**src/rtl/i2c_creg_pkg.sv**
```systemverilog
package i2c_creg_pkg;
  localparam int unsigned BYTE_W = 8;
  localparam int unsigned CTRL_W = 6;
  localparam int unsigned FLAG_W = BYTE_W - CTRL_W;
  localparam int unsigned CNT_W  = $clog2(BYTE_W + 1);

  typedef enum logic [2:0] {
    PH_IDLE,
    PH_ADDR,
    PH_ADDR_ACK,
    PH_WR,
    PH_WR_ACK,
    PH_RD,
    PH_RD_ACK
  } phase_e;
endpackage

```
**src/rtl/i2c_creg_line_sync.sv**
```systemverilog
module i2c_creg_line_sync #(
  parameter int unsigned STAGES = 2
) (
  input  logic clk_i,
  input  logic rst_ni,
  input  logic scl_i,
  input  logic sda_i,
  output logic scl_s_o,
  output logic sda_s_o,
  output logic scl_rise_o,
  output logic scl_fall_o,
  output logic start_o,
  output logic stop_o
);
  logic [STAGES-1:0] scl_ff, sda_ff;
  logic scl_q, sda_q;

  always_ff @(posedge clk_i or negedge rst_ni) begin
    if (!rst_ni) begin
      scl_ff <= '1;
      sda_ff <= '1;
      scl_q  <= 1'b1;
      sda_q  <= 1'b1;
    end else begin
      scl_ff <= {scl_ff[STAGES-2:0], scl_i};
      sda_ff <= {sda_ff[STAGES-2:0], sda_i};
      scl_q  <= scl_ff[STAGES-1];
      sda_q  <= sda_ff[STAGES-1];
    end
  end

  assign scl_s_o    = scl_ff[STAGES-1];
  assign sda_s_o    = sda_ff[STAGES-1];
  assign scl_rise_o = scl_s_o & ~scl_q;
  assign scl_fall_o = ~scl_s_o & scl_q;
  // SDA edges while SCL held high
  assign start_o    = scl_s_o & scl_q & sda_q & ~sda_s_o;
  assign stop_o     = scl_s_o & scl_q & ~sda_q & sda_s_o;
endmodule

```
**src/rtl/i2c_creg_fsm.sv**
```systemverilog
module i2c_creg_fsm
  import i2c_creg_pkg::*;
#(
  parameter int unsigned ADDR_W  = 7,
  parameter int unsigned STRAP_W = 2,
  parameter logic [ADDR_W-STRAP_W-1:0] DEV_BASE = 5'b00010
) (
  input  logic               clk_i,
  input  logic               rst_ni,
  input  logic               enable_i,
  input  logic               scl_rise_i,
  input  logic               scl_fall_i,
  input  logic               start_i,
  input  logic               stop_i,
  input  logic               sda_s_i,
  input  logic [STRAP_W-1:0] strap_i,
  input  logic [BYTE_W-1:0]  rd_word_i,
  output logic               sda_pd_o,
  output logic               wr_stb_o,
  output logic [BYTE_W-1:0]  wr_data_o
);
  localparam logic [CNT_W-1:0] CNT_FULL = CNT_W'(BYTE_W);
  localparam logic [CNT_W-1:0] CNT_LAST = CNT_W'(BYTE_W - 1);

  phase_e            phase_q;
  logic [BYTE_W-1:0] shift_q;
  logic [CNT_W-1:0]  cnt_q;
  logic              rd_dir_q;
  logic              more_q;
  logic              wr_stb_q;
  logic              addr_hit;

  assign addr_hit = (shift_q[BYTE_W-1:1] == {DEV_BASE, strap_i});

  always_ff @(posedge clk_i or negedge rst_ni) begin
    if (!rst_ni) begin
      phase_q  <= PH_IDLE;
      shift_q  <= '0;
      cnt_q    <= '0;
      rd_dir_q <= 1'b0;
      more_q   <= 1'b0;
      wr_stb_q <= 1'b0;
    end else begin
      wr_stb_q <= 1'b0;
      if (!enable_i || stop_i) begin
        phase_q <= PH_IDLE;
        cnt_q   <= '0;
      end else if (start_i) begin
        phase_q <= PH_ADDR;
        cnt_q   <= '0;
      end else begin
        unique case (phase_q)
          PH_ADDR: begin
            if (scl_rise_i && cnt_q != CNT_FULL) begin
              shift_q <= {shift_q[BYTE_W-2:0], sda_s_i};
              cnt_q   <= cnt_q + 1'b1;
            end else if (scl_fall_i && cnt_q == CNT_FULL) begin
              rd_dir_q <= shift_q[0];
              phase_q  <= addr_hit ? PH_ADDR_ACK : PH_IDLE;
            end
          end
          PH_ADDR_ACK: begin
            if (scl_fall_i) begin
              cnt_q <= '0;
              if (rd_dir_q) begin
                phase_q <= PH_RD;
                shift_q <= rd_word_i;
              end else begin
                phase_q <= PH_WR;
              end
            end
          end
          PH_WR: begin
            if (scl_rise_i && cnt_q != CNT_FULL) begin
              shift_q <= {shift_q[BYTE_W-2:0], sda_s_i};
              cnt_q   <= cnt_q + 1'b1;
            end else if (scl_fall_i && cnt_q == CNT_FULL) begin
              phase_q  <= PH_WR_ACK;
              wr_stb_q <= 1'b1;
            end
          end
          PH_WR_ACK: begin
            if (scl_fall_i) begin
              phase_q <= PH_WR;
              cnt_q   <= '0;
            end
          end
          PH_RD: begin
            if (scl_fall_i) begin
              if (cnt_q == CNT_LAST) begin
                phase_q <= PH_RD_ACK;
              end else begin
                shift_q <= {shift_q[BYTE_W-2:0], 1'b1};
                cnt_q   <= cnt_q + 1'b1;
              end
            end
          end
          PH_RD_ACK: begin
            if (scl_rise_i) begin
              more_q <= ~sda_s_i;
            end else if (scl_fall_i) begin
              cnt_q <= '0;
              if (more_q) begin
                phase_q <= PH_RD;
                shift_q <= rd_word_i;
              end else begin
                phase_q <= PH_IDLE;
              end
            end
          end
          default: ;
        endcase
      end
    end
  end

  assign sda_pd_o  = (phase_q == PH_ADDR_ACK) || (phase_q == PH_WR_ACK) ||
                     (phase_q == PH_RD && !shift_q[BYTE_W-1]);
  assign wr_stb_o  = wr_stb_q;
  assign wr_data_o = shift_q;
endmodule

```
**src/rtl/i2c_creg_reg.sv**
```systemverilog
module i2c_creg_reg
  import i2c_creg_pkg::*;
(
  input  logic              clk_i,
  input  logic              rst_ni,
  input  logic              enable_i,
  input  logic              wr_stb_i,
  input  logic [CTRL_W-1:0] wr_ctrl_i,
  input  logic [FLAG_W-1:0] flags_i,
  output logic [CTRL_W-1:0] ctrl_o,
  output logic [BYTE_W-1:0] rd_word_o
);
  logic [CTRL_W-1:0] ctrl_q;

  always_ff @(posedge clk_i or negedge rst_ni) begin
    if (!rst_ni)       ctrl_q <= '0;
    else if (!enable_i) ctrl_q <= '0;
    else if (wr_stb_i)  ctrl_q <= wr_ctrl_i;
  end

  assign ctrl_o    = ctrl_q;
  assign rd_word_o = {ctrl_q, flags_i};
endmodule

```
**src/rtl/i2c_ctrl_reg_slave.sv**
```systemverilog
module i2c_ctrl_reg_slave
  import i2c_creg_pkg::*;
#(
  parameter int unsigned SYNC_STAGES = 2
) (
  input  logic              clk_i,
  input  logic              rst_ni,
  input  logic              scl_i,
  input  logic              sda_i,
  input  logic [1:0]        addr_strap_i,
  input  logic              pwr_good_i,
  input  logic              flag_ot_i,
  input  logic              flag_ol_i,
  output logic              sda_pd_o,
  output logic [CTRL_W-1:0] ctrl_o
);
  logic scl_sync, sda_sync, scl_rise, scl_fall, start_det, stop_det;
  logic wr_stb;
  logic [BYTE_W-1:0] wr_data, rd_word;

  i2c_creg_line_sync #(.STAGES(SYNC_STAGES)) u_sync (
    .clk_i      (clk_i),
    .rst_ni     (rst_ni),
    .scl_i      (scl_i),
    .sda_i      (sda_i),
    .scl_s_o    (scl_sync),
    .sda_s_o    (sda_sync),
    .scl_rise_o (scl_rise),
    .scl_fall_o (scl_fall),
    .start_o    (start_det),
    .stop_o     (stop_det)
  );

  i2c_creg_fsm #(.ADDR_W(7), .STRAP_W(2), .DEV_BASE(5'b00010)) u_fsm (
    .clk_i      (clk_i),
    .rst_ni     (rst_ni),
    .enable_i   (pwr_good_i),
    .scl_rise_i (scl_rise),
    .scl_fall_i (scl_fall),
    .start_i    (start_det),
    .stop_i     (stop_det),
    .sda_s_i    (sda_sync),
    .strap_i    (addr_strap_i),
    .rd_word_i  (rd_word),
    .sda_pd_o   (sda_pd_o),
    .wr_stb_o   (wr_stb),
    .wr_data_o  (wr_data)
  );

  i2c_creg_reg u_reg (
    .clk_i     (clk_i),
    .rst_ni    (rst_ni),
    .enable_i  (pwr_good_i),
    .wr_stb_i  (wr_stb),
    .wr_ctrl_i (wr_data[BYTE_W-1:FLAG_W]),
    .flags_i   ({flag_ot_i, flag_ol_i}),
    .ctrl_o    (ctrl_o),
    .rd_word_o (rd_word)
  );
endmodule

```
**config.mk**
```make
export PLATFORM = sky130hd
export DESIGN_NAME = i2c_ctrl_reg_slave
export DESIGN_NICKNAME = d
export VERILOG_FILES = /design/src/rtl/i2c_creg_pkg.sv /design/src/rtl/i2c_creg_line_sync.sv /design/src/rtl/i2c_creg_fsm.sv /design/src/rtl/i2c_creg_reg.sv /design/src/rtl/i2c_ctrl_reg_slave.sv
export SDC_FILE = /design/constraint.sdc
export NUM_CORES = 1
export LEC_CHECK = 0
export ABC_AREA = 1
export BUFFER_PORTS_ARGS = -buffer_cell sky130_fd_sc_hd__buf_2
export CORE_MARGIN = 1.5
export CORE_UTILIZATION = 48
export DETAILED_ROUTE_END_ITERATION = 16
export MAX_ROUTING_LAYER = met4
export PLACE_DENSITY = 0.66
export SKIP_LAST_GASP = 1
export SYNTH_ARGS = -nofsm -noshare
export SYNTH_HDL_FRONTEND = slang
export SYNTH_SLANG_ARGS = --single-unit
```
**constraint.sdc**
```tcl
create_clock -name clk_i -period 1.7 [get_ports clk_i]
set_input_delay 0.34 -clock clk_i [delete_from_list [all_inputs] [get_ports clk_i]]
set_output_delay 0.34 -clock clk_i [all_outputs]
set_load 0.01 [all_outputs]
```
### Word level (Yosys, flattened, before mapping)

Cells that the tools add are included.

| storage, ports and cells | value |
|---|---|
| bits in registers | 30 |
| input bits | 9 |
| output and inout bits | 7 |
| word-level logic and storage cells | 115 |

| operators by class | value |
|---|---|
| reductions and logical operators | 18 |
| $add $sub $neg | 1 |
| equality and inequality tests | 31 |
| multiplexer cells | 40 |
| bitwise logic cells | 14 |

Operators by type and width:

| cell | count |
|---|---|
| 8-bit 2-to-1 mux | 8 |
| 3-bit 2-to-1 mux | 14 |
| 8-bit one-hot mux with 4 select lines | 1 |
| 4-bit 2-to-1 mux | 7 |
| 4-bit by 2-bit inequality test with 1-bit output, second input constant | 7 |
| 11-bit AND reduction | 2 |
| 3-bit one-hot mux with 6 select lines | 1 |
| 4-bit one-hot mux with 4 select lines | 1 |
| 2-bit by 1-bit inequality test with 1-bit output, second input constant | 7 |
| 6-bit 2-to-1 mux | 2 |
| 4-bit by 3-bit inequality test with 1-bit output, second input constant | 3 |
| 5-bit AND reduction | 2 |
| 3-bit == test, second input constant | 3 |
| 4-bit inequality test, second input constant | 2 |
| 8-bit nonzero test | 1 |
| 1-bit bitwise AND | 7 |
| 7-bit by 4-bit == test with 1-bit output | 1 |
| 1-bit NOT | 7 |
| 3-bit by 2-bit == test with 1-bit output, second input constant | 2 |
| 6-bit nonzero test | 1 |
| 1-bit 2-to-1 mux | 5 |
| 4-bit by 1-bit adder with 4-bit output, second input constant | 1 |
| 4-bit by 3-bit == test with 1-bit output, second input constant | 1 |
| 4-bit == test, second input constant | 1 |
| 10 further kinds | 17 |

### Depth between registers and ports, before layout

Gate-level depths: netlist of run 1.

| depth | value |
|---|---|
| word-level depth | 8 |
| depth in mapped cells | 12 |
| mapped depth without buffers | 12 |

### By module

A second synthesis of run 1 with hierarchy kept.

| second synthesis, totals | value |
|---|---|
| cells, all modules | 260 |
| area total of the unflattened synthesis | 1899.3 sq um |

Modules (own cells, without submodules):

| module | seq. area each (sq um) | area an instance (sq um) | cells an instance | times used |
|---|---|---|---|---|
| i2c_creg_fsm | 450.4 | 1396.3 | 209 | 1 |
| i2c_creg_reg | 150.1 | 304.0 | 34 | 1 |
| i2c_creg_line_sync | 157.7 | 198.9 | 17 | 1 |

### Worst setup path before layout of run 1

No wires, ideal clock.

| path | value |
|---|---|
| path type | reg2reg |
| start point | register u_fsm.cnt_q[0] |
| end point | register u_fsm.shift_q[2] (netlist: u_fsm.wr_data_o[2]) |
| stages on the path, launching flop included | 11 |
| arrival time | 1.346 ns |
| buffers on the path | 0 |
| data required time | 1.583 ns |
| clock period less this slack | 1.463 ns |
| library setup time | 0.117 ns |
| setup slack | 0.237 ns |
| path through | dfrtp_1 > inv_1 > ha_1 > nand3_1 > nand2_1 > nand2_1 > o211ai_1 > nor2_4 > nand2_4 > nand2_1 > nand2_1 |

| on the way | value |
|---|---|
| word-level cells in the longest chain between the ends | 4 |
| elaborated cells between the ends (all ways) | 6 |
| classes of those cells | 4 x eq/ne; 2 x reduce/logical |

RTL lines:

| element | RTL line | text |
|---|---|---|
| start: declaration | i2c_creg_fsm.sv:27 | `logic [CNT_W-1:0] cnt_q;` |
| start signal: assignment | i2c_creg_fsm.sv:56 | `cnt_q <= cnt_q + 1'b1;` |
| start signal: assignment | i2c_creg_fsm.sv:76 | `cnt_q <= cnt_q + 1'b1;` |
| start signal: assignment | i2c_creg_fsm.sv:94 | `cnt_q <= cnt_q + 1'b1;` |
| 4-bit inequality test | i2c_creg_fsm.sv:54, i2c_creg_fsm.sv:74 |  |
| 1-bit logical AND | i2c_creg_fsm.sv:54, i2c_creg_fsm.sv:74 |  |
| 2-bit by 1-bit inequality test with 1-bit output (no source line) | n/a |  |
| 11-bit AND reduction (no source line) * | n/a |  |
| end signal: assignment | i2c_creg_fsm.sv:55 | `shift_q <= {shift_q[BYTE_W-2:0], sda_s_i};` |
| end signal: assignment | i2c_creg_fsm.sv:67 | `shift_q <= rd_word_i;` |
| end signal: assignment | i2c_creg_fsm.sv:75 | `shift_q <= {shift_q[BYTE_W-2:0], sda_s_i};` |
| end: declaration | i2c_creg_fsm.sv:26 | `logic [BYTE_W-1:0] shift_q;` |

Mark *: on every way between the ends. The rest lies on a longest branch, timed or not.
A chain may end at the register's enable or synchronous reset.

### Worst setup path after layout of run 1

| path | value |
|---|---|
| start point | register u_fsm.cnt_q[0] |
| end point | register u_fsm.shift_q[4] (netlist: u_fsm.wr_data_o[4]) |

Same word-level chain as after synthesis.

==> results.cfg, run 1 <==
[run_status]
outcome = complete, no violations

[worst_setup_path]
cp.arrival_ps = 1820
cp_max_fo = 8
required_ps = 1890
start_kind = register
critPathKind = register to register
crit_path_end_kind = register

[power]
ir_drop_mv = 0.701
swShare = 0.358
intPower_uw = 1920
power.leakage_uw = 0.00120
p_per_area_nw_per_um2 = 1320
p_comb_frac = 0.375
power_uw = 2990
seqPwrFrac = 0.322
power.net_switching_uw = 1070
clkPwrFrac = 0.303

[timing]
post-route-period-util = 0.962
hold_viol_final = 0
max_slew_margin = 0.550
rsz0062_at_grt = true
fin_worst_skew_ps = 11.7
whs_ps = 83.3
drv_slew = 0
fin_ws_ps = 65.2
worst_slew_pin_slew_ps = 675
max_freq_ghz = 0.612
setup_viol = 0
period_minus_slack_ps = 1630

[die]
fp-row-count = 22
die_w_um = 64.7
die_h_um = 64.7
die_area_sq_um = 4180
ios = 16
initial_utilization = 0.498
core_sq_um = 3660

[global_route]
antenna_found_initial = 0
grt_max_degree = 31
grt_use_total = 0.231
grt_pass1_vias = 1566
overflow = 0
grt_pass1_wl_mm = 7.22

[cts]
clock-sinks = 30
cts_made_buffers = 5
clk_path_buf_depth = 2
cts_hold_buf = 0
insertion_delay_ps = 290
cts_tree = done
root_buffer = clkbuf_8
clk_pin_slew_ps = 70
cts_max_level = 2

[logic_synthesis]
ys_ff_latch = 30
syn_inst = 254
syn_area_per_cell_sq_um = 7.18
synth_flop_cell = dfrtp_1
synth_top_area_share = 0.329
ys_types = 28
yosys-top-cells-area = dfrtp_1, nand2_1, dfstp_2
yosysSeqAreaShare = 0.416
synth_warnings = 0
yosysMostFrequentCell = nand2_1
synth_edf_count = 0
syn_area_sq_um = 1820
synth_top_area_cell = dfrtp_1
syn-num-nets = 265
synthTopCellsByCount = nand2_1, inv_1, nand3_1, nor2_1, dfrtp_1
async_flop_share = 1.00

[cells_and_area]
area_delta_synth_final_pct = 23.9
drive_above_1_share = 0.287
final_nets = 299
antenna_cells = 0
final_cell_area_sq_um = 2260
fillers = 335

[placed_design]
hpwl_mm = 2.98
placed_cell_area_sq_um = 1970
portBuffers = 15
detailedPlace.worstSlack_ps = -17.7
place.gp.congestion = 0.974

[drt]
antenna_left = 0
dr.pass1.iters = 5
totalWireLength_mm = 4.25
avgRoutedWirePerCell_um = 12.6
vias = 1716
routed_via_density = 5.09
drc_errors = 0
drt_iter0_drc = 130

[run]
drv_cap = 0

[min_path]
min_path_type = primary input to asynchronous set/reset pin
critical path, stage by stage, from the launching register on:
cell      delay (ps)
dfrtp_1          410
inv_1             70
ha_2             190
nand3_1          130
nand2_2           80
nand2_1           70
o211ai_1         120
nor2_4           220
nand2_4          120
nand2_1           80
nand2_1           50
power groups by stage:
stage / Clock (uW) / Combinational (uW) / Sequential (uW)
6_report: 905 / 1120 / 964
5_1_grt: 949 / 1260 / 980
4_1_cts: 916 / 932 / 960
3_5_place_dp: 0 / 897 / 972
3_3_place_gp: 0 / 903 / 973
2_1_floorplan: 0 / 698 / 939
cell families after synthesis:
logic type / count (synthesis) / synth area share
compound gates: 32 / 0.0994
xor+xnor: 2 / 0.00960
fa+ha+maj: 2 / 0.0137
simple gates: 147 / 0.368
flops: 30 / 0.416
buf+inv: 41 / 0.0933
worst paths after layout:
check                                     end  cells past startpoint              from  slack, ps
hold / removal                 u_fsm.wr_stb_o                      1            rst_ni         80
hold reg to reg              u_sync.sda_ff[1]                      0  u_sync.sda_ff[0]        360
setup / recovery           u_fsm.wr_data_o[4]                     10    u_fsm.cnt_q[0]         70
setup reg to reg           u_fsm.wr_data_o[4]                     10    u_fsm.cnt_q[0]         70
min in group clk_i           u_sync.scl_ff[0]                      1             scl_i        150
max in group asynchronous    u_fsm.phase_q[2]                      1            rst_ni       1130
state kept, by name, indices dropped and copies added (netlist names):
| register | flops |
|---|---|
| u_fsm.wr_data_o | 8 |
| u_sync.sda_ff | 2 |
| u_sync.scl_ff | 2 |
| u_reg.ctrl_o | 6 |
| u_sync.scl_q | 1 |
| u_fsm.rd_dir_q | 1 |
| u_fsm.cnt_q | 4 |
| u_fsm.wr_stb_o | 1 |
| u_sync.sda_q | 1 |
| u_fsm.phase_q | 3 |
| u_fsm.more_q | 1 |
per-layer routing:
metal | global-route usage | vias up | part of all wire
met5 | - | - | 0
met3 | 0.0556 | 5 | 0.057
met1 | 0.332 | 782 | 0.47
met4 | 0.0612 | 0 | 0.010
met2 | 0.328 | 56 | 0.46
li1 | - | 873 | -
layout make-up:
type                            instances  area (sq um)  share of cell area
Clock buffer                            6          82.6              0.0365
Tap cell                               48          60.1              0.0266
Sequential cell                        30           761               0.337
Multi-Input combinational cell        183           950               0.420
Timing Repair Buffer                   29           193              0.0853
Inverter                               39           154              0.0681
Clock inverter                          2          60.1              0.0266
placed cells by master (no fill, tap or decap), types with 3 or more instances in the layout:
cell type / count
o21ai_2: 5
nand2_1: 68
o21bai_1: 3
a21oi_1: 3
clkbuf_8: 6
dfrtp_1: 22
dfstp_2: 6
nand2_2: 8
buf_4: 13
nor2_4: 6
inv_2: 7
o21ai_0: 17
nor2_1: 26
nor3_1: 3
nand3_1: 27
buf_2: 15
inv_1: 30
what timing repair did:
action,CTS,global route
gates resized for setup,2,20
pin swaps,2,7
endpoints found under the setup margin,9,16
setup buffers,2,8
through the flow:
stage          cells  utilization  setup TNS (ps)
6_report         337        0.617               0
5_1_grt          337        0.617            -207
4_1_cts          329        0.582           -17.7
3_5_place_dp     319        0.539           -87.5
3_3_place_gp     319        0.539          -0.922
2_1_floorplan    254            -               0
Power figures use the tool's default switching activity.
==> inputs of run 2 (changes only) <==
--- a/config.mk
+++ b/config.mk
@@ -5,13 +5,13 @@
 export SDC_FILE = /design/constraint.sdc
 export NUM_CORES = 1
 export LEC_CHECK = 0
-export ABC_AREA = 1
+export ABC_AREA = 0
 export BUFFER_PORTS_ARGS = -buffer_cell sky130_fd_sc_hd__buf_2
 export CORE_MARGIN = 1.5
 export CORE_UTILIZATION = 48
 export DETAILED_ROUTE_END_ITERATION = 16
 export MAX_ROUTING_LAYER = met4
-export PLACE_DENSITY = 0.66
+export PLACE_DENSITY = 0.67
 export SKIP_LAST_GASP = 1
 export SYNTH_ARGS = -nofsm -noshare
 export SYNTH_HDL_FRONTEND = slang
==> results.cfg, run 2 <==
[die]
die_h_um = 62.3
ios = 16
initial_utilization = 0.502
die_area_sq_um = 3880
fp-row-count = 21
core_sq_um = 3360
die_w_um = 62.3

[logic_synthesis]
synth_flop_cell = dfrtp_1
yosysMostFrequentCell = dfrtp_1
syn_area_per_cell_sq_um = 11.2
synth_edf_count = 0
synthTopCellsByCount = dfrtp_1, nand2_1, nor2_1
synth_top_area_share = 0.356
syn-num-nets = 162
syn_area_sq_um = 1690
async_flop_share = 1.00
yosys-top-cells-area = dfrtp_1, dfstp_2, mux2_4
ys_ff_latch = 30
ys_types = 50
yosysSeqAreaShare = 0.449
synth_top_area_cell = dfrtp_1
synth_warnings = 0
syn_inst = 151

[worst_setup_path]
r2r_cells = 8
crit_chain = inv_1 -> ha_2 -> and3b_2 -> nor4b_4 -> o21bai_1 -> o221a_1 -> buf_12 -> mux2_4
cp.arrival_ps = 2220
crit_buf_inv = 2
r2r_end = u_fsm.wr_data_o[5]
critPathTopFamily = simple AND/OR/NAND/NOR gates
reg2reg_setup_slack_ps = -310
critical_path.max_stage_delay_ps = 360
cp_slowest_cell = dfrtp_1
critPathLaunch = u_fsm.cnt_q[0]
critPathKind = register to register
start_kind = register
crit_path_end_kind = register
r2r-start = u_fsm.cnt_q[0]
cp_max_fo = 8
required_ps = 1910
worst-path-stages = 8
critPathCapture = u_fsm.wr_data_o[5]

[cells_and_area]
drive_above_1_share = 0.482
mostFrequentLayoutCell = buf_4
layout_common_cells = buf_4, dfrtp_1, buf_2, mux2i_1
final_nets = 209
area_delta_synth_final_pct = 28.8
largest_reg_flops = 8
antenna_cells = 0

[global_route]
grt_pass1_vias = 1383
grt_max_degree = 31
overflow = 0
grt_pass1_wl_mm = 6.33
antenna_found_initial = 0
grt_use_total = 0.213

[placed_design]
detailedPlace.worstSlack_ps = -293
portBuffers = 15
place.gp.congestion = 0.928
hpwl_mm = 2.74

[timing]
whs_ps = 30.4
period_minus_slack_ps = 2010
post-route-period-util = 1.18
setup_viol = 16
worst_slew_pin_slew_ps = 653
max_slew_margin = 0.565
rsz0062_at_grt = true
finalSetupTns_ps = -3080
hold_viol_final = 0
max_freq_ghz = 0.498
fin_worst_skew_ps = 13.1
fin_ws_ps = -308
drv_slew = 0

[drt]
highest_layer = met4
drc_errors = 0
wl_met3_um = 145
antenna_left = 0
routed_via_density = 5.51
wl_met1_mm = 1.71
routed-wl-met2_mm = 1.82
dr.pass1.iters = 4
totalWireLength_mm = 3.73
avgRoutedWirePerCell_um = 15.2
drt_iter0_drc = 44
vias = 1350

[power]
ir_drop_mv = 0.509
power_uw = 1510
p_per_area_nw_per_um2 = 693
power.leakage_uw = 0.000979

[cts]
root_buffer = clkbuf_4
clock-sinks = 30
clk_pin_slew_ps = 90
insertion_delay_ps = 330
cts_hold_buf = 0
clk_path_buf_depth = 2
cts_made_buffers = 5
cts_tree = done
cts_max_level = 2

[run_status]
violations = setup timing
outcome = finished with violations

[min_path]
min_path_type = primary input to asynchronous set/reset pin

[run]
drv_cap = 0
## run 2: layer usage
| layer | vias up | global-route usage |
|---|---|---|
| met1 | 663 | 0.288 |
| met5 | - | - |
| met3 | 7 | 0.0362 |
| li1 | 653 | - |
| met4 | 0 | 0.0750 |
| met2 | 27 | 0.327 |
## run 2: power by group
group / switching (uW) / internal [uW] / total, uW
clock network: 235 / 200 / 435
registers: 27.7 / 755 / 782
logic: 145 / 145 / 290
total: 408 / 1100 / 1510
## run 2: worst min path at each step
stage | endpoint | slack, ps | cells past startpoint
after CTS | u_reg.ctrl_o[0] | 50 | 1
after detailed placement | u_sync.scl_ff[1] | 350 | 0
after floorplan | u_fsm.cnt_q[0] | 40 | 0
final | u_fsm.cnt_q[2] | 30 | 1
after global routing | u_fsm.wr_data_o[2] | 80 | 1
after global placement | u_sync.sda_ff[1] | 350 | 0
## run 2: final cells by class
type | instances | area [sq um]
Clock buffer | 7 | 55.1
Timing Repair Buffer | 46 | 332
Clock inverter | 1 | 5.00
Fill cell | 291 | 1190
Sequential cell | 30 | 759
Tap cell | 46 | 57.6
Inverter | 7 | 26.3
Multi-Input combinational cell | 108 | 941
## run 2: metrics by stage
step | instance area [sq um] | util | cells
2_1_floorplan | 1690 | - | 151
5_1_grt | 2180 | 0.647 | 245
6_report | 2180 | 0.647 | 245
3_5_place_dp | 2010 | 0.596 | 235
4_1_cts | 2110 | 0.627 | 244
3_3_place_gp | 2010 | 0.596 | 235
## run 2: worst reg2reg max path, delay by kind of cell, from the launching register on
family                     cells  cell delay [ps]
AOI/OAI and AO/OA              2              380
DFF                            1              360
adders and majority gates      1              160
muxes                          1              300
buffers and inverters          2              200
and+or+nand+nor                2              510
## run 2: timing repair
| action | CTS | global route |
|---|---|---|
| pin swaps | 9 | 8 |
| endpoints found under the setup margin | 16 | 16 |
| buffers inserted | 2 | 1 |
| resized for setup | 8 | 15 |
## run 2: cell families (layout without fill, tap and decap cells)
group,count (synthesis),count (layout),share of synthesized area
flip-flops,30,30,0.449
multiplexers,22,22,0.156
AO/OA/AOI/OAI,32,32,0.152
XOR/XNOR,4,4,0.0207
buffers and inverters,13,61,0.0444
AND/OR/NAND/NOR,48,48,0.163
adder cells (fa/ha/maj),2,2,0.0148
==> inputs of run 3 (changes only) <==
--- a/config.mk
+++ b/config.mk
@@ -11,7 +11,7 @@
 export CORE_UTILIZATION = 48
 export DETAILED_ROUTE_END_ITERATION = 16
 export MAX_ROUTING_LAYER = met4
-export PLACE_DENSITY = 0.67
+export PLACE_DENSITY = 0.69
 export SKIP_LAST_GASP = 1
 export SYNTH_ARGS = -nofsm -noshare
 export SYNTH_HDL_FRONTEND = slang
==> constraint.sdc (replaced) <==
create_clock -name clk_i -period 1.8 [get_ports clk_i]
set_input_delay 0.36 -clock clk_i [delete_from_list [all_inputs] [get_ports clk_i]]
set_output_delay 0.36 -clock clk_i [all_outputs]
set_load 0.01 [all_outputs]
==> results.cfg, run 3 (synthesis gave the netlist of run 2 again) <==
[cts]
clock-sinks = 30
cts_tree = done
clk_pin_slew_ps = 100
cts_hold_buf = 0
insertion_delay_ps = 330
clk_path_buf_depth = 2
cts_made_buffers = 5
cts_max_level = 2
root_buffer = clkbuf_4

[worst_setup_path]
critPathKind = register to register
cp_max_fo = 8
critical_path.max_stage_delay_ps = 360
cp_slowest_cell = dfrtp_1
start_kind = register
crit_chain = inv_1 -> ha_2 -> and3b_2 -> nor4b_4 -> o21bai_1 -> o221a_1 -> buf_12 -> mux2_4
cp.arrival_ps = 2230
crit_path_end_kind = register
required_ps = 2020

[global_route]
antenna_found_initial = 0
grt_pass1_wl_mm = 6.46
grt_pass1_vias = 1347
grt_max_degree = 31
grt_use_total = 0.222
overflow = 0

[timing]
drv_slew = 0
worst_slew_pin_slew_ps = 653
rsz0062_at_grt = true
finalSetupTns_ps = -1800
setup_viol = 14
hold_viol_final = 0
fin_worst_skew_ps = 12.5
whs_ps = 40.6
fin_ws_ps = -203
max_freq_ghz = 0.499
max_slew_margin = 0.565
post-route-period-util = 1.11
period_minus_slack_ps = 2000

[drt]
avgRoutedWirePerCell_um = 16.3
dr.pass1.iters = 4
routed_via_density = 5.77
antenna_left = 0
drt_iter0_drc = 50
drc_errors = 0
vias = 1379
totalWireLength_mm = 3.90

[run_status]
violations = setup timing
outcome = finished with violations

[cells_and_area]
layout_common_cells = buf_4, dfrtp_1, buf_2, nor2_1
largest_reg_flops = 8
final_util = 0.629
final_nets = 203
drive_above_1_share = 0.451
final_cells = 239
fillers = 286
area_delta_synth_final_pct = 25.2
antenna_cells = 0

[placed_design]
portBuffers = 15
hpwl_mm = 2.74
place.gp.congestion = 0.871
dp_cells = 228

[power]
p_per_area_nw_per_um2 = 684
power.leakage_uw = 0.000943
power_uw = 1450
ir_drop_mv = 0.582

[die]
die_h_um = 62.3
core_sq_um = 3360
ios = 16
die_area_sq_um = 3880
fp-row-count = 21
die_w_um = 62.3
initial_utilization = 0.502

[run]
drv_cap = 0

[min_path]
min_path_type = primary input to asynchronous set/reset pin
## run 3: area by class of cell
type / instances / area, sq um / area share
multi-input cells: 108 / 923 / 0.437
flip-flops and latches: 30 / 761 / 0.360
repair buffers: 40 / 283 / 0.134
well taps: 46 / 57.6 / 0.0272
clock buffers: 6 / 51.3 / 0.0243
inverters: 7 / 26.3 / 0.0124
clock inverters: 2 / 12.5 / 0.00592
## run 3: path summary, 6_finish.rpt
| kind | from | end | slack (ps) | cells past startpoint |
|---|---|---|---|---|
| worst max-delay path | u_fsm.cnt_q[1] | u_fsm.wr_data_o[5] | -200 | 8 |
| worst min-delay path | rst_ni | u_fsm.phase_q[0] | 40 | 1 |
| worst max register to register | u_fsm.cnt_q[1] | u_fsm.wr_data_o[5] | -200 | 8 |
| worst min register to register | u_sync.sda_ff[0] | u_sync.sda_ff[1] | 360 | 0 |
| max in group asynchronous | rst_ni | u_fsm.phase_q[2] | 1290 | 1 |
| min in group clk_i | scl_i | u_sync.scl_ff[0] | 130 | 1 |
## run 3: report_power, final
part / internal, uW / switching (uW) / total, uW
Sequential: 713 / 26.3 / 739
Combinational: 133 / 139 / 272
Clock: 188 / 248 / 435
Total: 1030 / 413 / 1450
## run 3: layer usage
layer  vias up  global-route usage  share of wire
li1        638                   -              -
met1       687               0.281           0.45
met2        46               0.346           0.48
met3         8              0.0580          0.049
met4         0              0.0778          0.016
met5         -                   -              0
## run 3: per-stage QoR
stage	worst slack, ps	cell area [sq um]
finish	-203	2110
global route	-300	2110
CTS	-191	2050
detailed placement	-199	1950
global placement	-160	1950
floorplan	-149	1690
## run 3: repair_timing
item / CTS / global route
endpoints found under the setup margin: 14 / 16
pin swaps: 3 / 6
buffers inserted: 2 / 1
resized for setup: 5 / 13
## run 3: critical path, delay by kind of cell, from the launching register on
| family | cells | cell delay, ps |
|---|---|---|
| DFF | 1 | 360 |
| AOI/OAI and AO/OA | 2 | 380 |
| muxes | 1 | 300 |
| buffers and inverters | 2 | 200 |
| and+or+nand+nor | 2 | 500 |
| adders and majority gates | 1 | 150 |
